<file path="config.mk">
export PLATFORM = sky130hd
export DESIGN_NAME = priv_csr_bank
export DESIGN_NICKNAME = d
export VERILOG_FILES = /design/src/rtl/priv_csr_bank.sv
export SDC_FILE = /design/constraint.sdc
export NUM_CORES = 1
export LEC_CHECK = 0
export BUFFER_PORTS_ARGS = -buffer_cell sky130_fd_sc_hd__buf_2
export CORE_MARGIN = 10
export CORE_UTILIZATION = 55
export CTS_CLUSTER_SIZE = 12
export DETAILED_ROUTE_END_ITERATION = 10
export GPL_ROUTABILITY_DRIVEN = 0
export PLACE_DENSITY = 0.73
export SLEW_MARGIN = 20
export SYNTH_ARGS = -nofsm -noshare
export SYNTH_HDL_FRONTEND = slang
export SYNTH_SLANG_ARGS = --single-unit
</file>
<file path="constraint.sdc">
create_clock -name clk -period 17.6 [get_ports clk]
set_clock_uncertainty 0.15 [all_clocks]
set_input_delay 2.64 -clock clk [delete_from_list [all_inputs] [get_ports clk]]
set_output_delay 2.64 -clock clk [all_outputs]
set_load 0.005 [all_outputs]
</file>
<file path="src/rtl/priv_csr_bank.sv">
module priv_csr_bank #(
  parameter int XLEN        = 64,
  parameter int IDX_W       = 6,
  parameter int NUM_SCRATCH = 8,
  parameter int CNT_W       = 32
) (
  input  logic             clk,
  input  logic             rst_n,
  input  logic [IDX_W-1:0] rd_idx,
  output logic [XLEN-1:0]  rd_data,
  output logic             rd_fault,
  input  logic             wr_en,
  input  logic             wr_spec,
  input  logic [IDX_W-1:0] wr_idx,
  input  logic [XLEN-1:0]  wr_data,
  output logic             wr_fault,
  output logic             side_stb,
  output logic [IDX_W-1:0] side_idx
);

  localparam int I_EXC  = NUM_SCRATCH;
  localparam int I_TRQ  = I_EXC + 1;
  localparam int I_TEN  = I_EXC + 2;
  localparam int I_IPL  = I_EXC + 3;
  localparam int I_MDI  = I_EXC + 4;
  localparam int I_MDD  = I_EXC + 5;
  localparam int I_SWI  = I_EXC + 6;
  localparam int I_ESUM = I_EXC + 7;
  localparam int I_EMSK = I_EXC + 8;
  localparam int I_CYC  = I_EXC + 9;
  localparam int N_ST   = I_CYC + 1;
  localparam int RO_LO  = N_ST;
  localparam int RO_HI  = RO_LO + 3;
  localparam int WO_LO  = RO_HI + 1;
  localparam int WO_HI  = WO_LO + 4;

  function automatic logic [XLEN-1:0] keep_mask(input int i);
    case (i)
      I_EXC:          keep_mask = ~XLEN'(2);
      I_TRQ, I_TEN:   keep_mask = XLEN'(64'hF);
      I_IPL:          keep_mask = XLEN'(64'h1F);
      I_MDI, I_MDD:   keep_mask = XLEN'(64'h18);
      I_SWI:          keep_mask = XLEN'(64'h7FFF0);
      I_ESUM, I_EMSK: keep_mask = '0;
      default:        keep_mask = '1;
    endcase
  endfunction

  logic [XLEN-1:0]  store [N_ST];
  logic [CNT_W-1:0] tick;

  wire wr_go = wr_en & ~wr_spec;
  wire rd_st = rd_idx < IDX_W'(N_ST);
  wire rd_ro = (rd_idx >= IDX_W'(RO_LO)) && (rd_idx <= IDX_W'(RO_HI));
  wire wr_st = wr_idx < IDX_W'(N_ST);
  wire wr_wo = (wr_idx >= IDX_W'(WO_LO)) && (wr_idx <= IDX_W'(WO_HI));

  genvar g;
  generate
    for (g = 0; g < N_ST; g++) begin : g_reg
      localparam logic [XLEN-1:0] KEEP = keep_mask(g);
      always_ff @(posedge clk) begin
        if (!rst_n)
          store[g] <= '0;
        else if (wr_go && wr_idx == IDX_W'(g))
          store[g] <= wr_data & KEEP;
      end
    end
  endgenerate

  always_ff @(posedge clk) begin
    if (!rst_n) tick <= '0;
    else        tick <= tick + 1'b1;
  end

  always_comb begin
    rd_data = '0;
    for (int k = 0; k < N_ST; k++)
      if (rd_idx == IDX_W'(k)) rd_data = store[k];
    if (rd_idx == IDX_W'(I_CYC))
      rd_data = {store[I_CYC][XLEN-1:CNT_W], tick};
  end

  assign rd_fault = ~(rd_st | rd_ro);
  assign wr_fault = wr_go & ~(wr_st | wr_wo);

  always_ff @(posedge clk) begin
    if (!rst_n) begin
      side_stb <= 1'b0;
      side_idx <= '0;
    end else begin
      side_stb <= wr_go & wr_wo;
      side_idx <= (wr_go & wr_wo) ? wr_idx : '0;
    end
  end

endmodule

</file>
* Word level (Yosys, flattened, before mapping)
Memory sizes are Yosys's and may differ from the RTL's.
Index checks and enable logic that the tools add are counted.
** Storage, ports and cells
- Register bits :: 39
- RAM bits :: 1152
- Bits of input ports :: 80
- Word-level logic and storage cells :: 185
- Memories kept :: 1
** Memory list
- store :: depth 18, width 64, rd ports 18, clocked after memory_dff 0, write ports 18, RTL line 49 : logic [XLEN-1:0] store [N_ST];
** Operators by class
- $add $sub $neg :: 1
- Order comparisons :: 6
- Equal/unequal tests :: 34
- Multiplexer cells :: 91
- Bitwise logic cells :: 26
- Reductions and logical operators :: 23
** Operators with widths (count)
- 64-bit two-way mux :: 36
- 6-bit by 4-bit == test with 1-bit output (second input constant) :: 16
- 1-bit two-way mux :: 55
- 6-bit by 3-bit == test with 1-bit output (second input constant) :: 8
- 32-bit by 1-bit adder with 32-bit output (second input constant) :: 1
- 6-bit by 2-bit == test with 1-bit output (second input constant) :: 4
- 6-bit by 5-bit == test with 1-bit output (second input constant) :: 4
- 1-bit logical AND :: 20
- 1-bit OR :: 20
- 6-bit by 1-bit == test with 1-bit output (second input constant) :: 2
- 6-bit by 5-bit >= comparator with 1-bit output (second input constant) :: 2
- 6-bit by 5-bit <= comparator with 1-bit output (second input constant) :: 2
- 6-bit zero test :: 2
- 6-bit by 5-bit less-than comparator with 1-bit output (second input constant) :: 2
- 1-bit bitwise AND :: 3
- 1-bit NOT :: 3
- 2-bit AND reduction :: 1

* Depth between registers and ports, before layout
- Word-level depth :: 19
- Mapped depth :: 8

* Least setup slack after synthesis
Ideal clock, no wire load.
- Path kind :: input to register
- Start point :: in wr_spec
- End point :: mem store[4][0] (enable)
- Setup time :: 0.575 ns
- Arrival :: 8.039 ns
- Setup slack :: 8.835 ns
- Stages on the path :: 4
- Buffers on the path :: 0
- Cell sequence :: nand2b_4 > nor3_1 > nand2_1 > o21ai_0
** RTL lines
- start: declaration :: RTL line 13 : input logic wr_spec,
- end: declaration :: RTL line 49

* Worst setup path in the final report
- Start point :: in rd_idx[2]
- End point :: out rd_data[32]
** Between the ends
- Longest elaborated chain between the ends :: 19
- Elaborated cells on any way between the ends :: 36
- Those cells by class :: eq/ne: 17; mux: 18; reduce/logical: 1
** Ends and longest elaborated chain
- start: declaration :: RTL line 9 : input logic [IDX_W-1:0] rd_idx,
- 6-bit zero test :: RTL line 79 : if (rd_idx == IDX_W'(k)) rd_data = store[k];
- 64-bit two-way mux (17 in a row) :: RTL line 79
- 64-bit two-way mux (*) :: RTL line 80 : if (rd_idx == IDX_W'(I_CYC))
- end: declaration :: RTL line 10 : output logic [XLEN-1:0] rd_data,
Mark *: on every way between the ends. The rest lies on a longest branch, timed or not.

==> key figures <==
Route
  • Number of routed nets with antenna violations: 0
  • Per-cell via count in the routed design: 6.309
  • Overall via count from detail_route: 18863
  • Wirelength, routed: 80.14 mm
  • 1st-iter DRT viols: 2191
  • DRC violation count after routing: 0
  • Drt pass-1 iters: 7
  • Mean routed wirelength per cell: 26.80 µm

Critical path
  • Worst-path cell chain: buf_2 > or4b_4 > nor3_4 > buf_4 > a22oi_1 > a31oi_1 > a221o_1 > buf_2
  • Kind of start point of the critical path: primary input
  • Data required time of the critical path: 14.81 ns
  • Setup Crit Path Kind: primary input to output port
  • Arr. time, crit path: 5.84 ns
  • Critical path's largest stage delay: 0.70 ns
  • Max FO, Critical Path: 43
  • CP endpoint kind: output port
  • Critical Path Most Common Cell: buf_2
  • Critical-path top delay cell: buf_4

Clocking
  • Number of gates given a new drive strength after cts: 0
  • Clock buffers created by TritonCTS: 72
  • Number of buffers on the longest clock path: 3
  • Number of buffers inserted for hold repair after clock tree synthesis: 0
  • Cell chosen for the clock root: clkbuf_16
  • Post-CTS Setup Repair Bufs: 0
  • Number of H-tree branching levels: 3
  • CTS tree: yes
  • Number of sinks driven by the clock tree: 678
  • Clock Pin Slew Worst Setup and Hold Paths: 0.06 ns
  • Clk Latency, worst-skew pair: 0.61 ns

Die
  • Die outline area: 64590 µm²
  • Number of cell rows: 85
  • Starting density of the core: 55.81%
  • Chip width: 254.2 µm
  • Number of ports placed on the die boundary: 153
  • Placeable core region: 54030 µm²
  • Height of the die: 254.2 µm

Min path
  • Hold WC Path Type: register to register

Global route
  • Number of global-route vias before repair: 19253
  • All-Layer GR Usage: 24.96%
  • GR Overflow Total: 0
  • Number of antenna violations at the first check in global routing: 11
  • Global-route wire length before repair: 120.1 mm
  • Pin count of the biggest net entering global routing: 65

Finish
  • Area of all placed cells without fillers: 33650 µm²
  • Utilization of the core after routing: 62.29%
  • Area grow syn2layout: 11.61%
  • Count of nets after finishing: 2320
  • Fraction of final layout cells with drive strength greater than 1: 17.29%

STA
  • Unrepaired setup endpoints after global routing: no
  • Highest Clock Rate: 115.9 MHz
  • Relative slew margins: 24.06%
  • Final worst-path setup slack: 8.969 ns
  • Setup TNS after final layout: 0 ns
  • Final Cycle Share: 49.04%
  • Clock period minus worst slack: 8.631 ns
  • Final hold violation count: 0
  • Slew Viols, Final: 0
  • Actual slew at the worst max-slew pin: 1.139 ns
  • Number of setup violations in the final report: 0

Logic synthesis
  • Seq cells post-synth: 678
  • Cell variety after synth: 72
  • Sequential fraction of the synthesis area: 66.22%
  • Average size of a mapped cell: 14.22 µm²
  • Number of instances in the synthesized netlist: 2121
  • Count of flip-flops with a built-in enable after synthesis: 639
  • Count of warnings emitted by yosys: 0
  • Synth top area cells: edfxtp_1 (64%), and2_1 (13%), mux4_2 (4.8%), dfxtp_1 (2.6%), a22oi_1 (2.0%)
  • Fraction of synthesized cell area taken by the top area cell type: 63.63%
  • Synth async-reset ratio: 0%
  • Most used flip-flop cell after synthesis: edfxtp_1
  • Most frequent cells after synthesis: and2_1 (644), edfxtp_1 (639), clkbuf_1 (88)
  • Cell with the most instances after synthesis: and2_1
  • Biggest area consumer among synthesized cells: edfxtp_1
  • Netlist Area Pre-Place: 30150 µm²
  • Post-synth net total: 2202

Pwr
  • Leakage power: 11.84 nW
  • Post-route total power: 0.003427 W
  • Power Density: 101.8 nW/µm²
  • Worst voltage drop across the vdd grid: 0.0001095 V

Placement
  • Dpl ws: 8.987 ns
  • Half-perimeter wire length after detailed placement: 42.85 mm
  • Total placed instance area: 31510 µm²
  • # port buffers: 152

Outcome
  • Result of the run: finished, final reports clean

Flow run
  • Max capacitance violation total: 0
==> routing by layer <==
metal / GRT usage, % / routed length (µm) / part of all wire (%) / vias up
met5: 0 / 87 / 0.11 / -
met4: 8.124 / 2107 / 2.6 / 14
met3: 5.283 / 7890 / 9.8 / 171
met2: 42.09 / 39860 / 50 / 985
met1: 31.89 / 30200 / 38 / 9522
li1: - / - / - / 8171
==> cells in the final DEF (no fill, tap or decap), drive strengths merged, types with 14 or more instances in the layout <==
cell type	instances
nand3	59
edfxtp	639
nand2	57
nor3	16
buf	190
o22ai	14
mux4	64
a22oi	84
a21oi	19
and2	644
o21ai	41
xnor2	19
dfxtp	39
clkinv	21
nor2	61
a222oi	44
clkbuf	102
==> worst max-delay path, delay by kind of cell <==
family,cells,cell delay [ns]
buffers and inverters,3,1.25
and+or+nand+nor,2,1.26
AOI/OAI and AO/OA,3,0.65
==> state kept, by name (all words and copies together), names as in the netlist <==
signal	flops
side_idx	6
tick	32
store	639
side_stb	1
==> path summary, 6_finish.rpt <==
check,to,from,slack [ns],cells past startpoint
worst max-delay path,rd_data[32],rd_idx[2],8.97,8
worst min-delay path,tick[14],tick[14],0.39,2
worst max register to register,tick[26],tick[0],15.10,6
worst min register to register,tick[14],tick[14],0.39,2
==> stage by stage <==
step | instances | hold WS [ns]
floorplan | 2121 | 0.2869
detailed placement | 2860 | 0.3657
global route | 2989 | 0.4150
finish | 2990 | 0.3880
global placement | 2860 | 0.3564
CTS | 2986 | 0.3924
==> power by group <==
| part | internal [W] | leakage [nW] | switching [W] |
|---|---|---|---|
| sequential | 0.00184 | 6.39 | 0.0000235 |
| combinational | 0.0000582 | 4.43 | 0.000117 |
| clock | 0.000789 | 1.03 | 0.000600 |
| total | 0.00269 | 11.8 | 0.000740 |
==> cells by family after synthesis <==
kind of cell / Yosys count / share of synthesized area [%]
mux: 80 / 5.340
flops: 678 / 66.22
fa+ha+maj: 1 / 0.04149
simple gates: 900 / 18.06
xor+xnor: 27 / 0.7842
compound gates: 279 / 7.100
buf+inv: 155 / 2.440
other cells: 1 / 0.01244
==> cell type report <==
type	instances	area [µm²]
repair buffers	190	1067
fillers	4037	20370
inverters	9	33.78
clock inverters	24	117.6
multi-input cells	1288	9590
flip-flops and latches	678	19970
clock buffers	102	1998
well taps	696	870.8
diodes	3	7.507
Note: power is estimated with default switching activity, not from simulation.
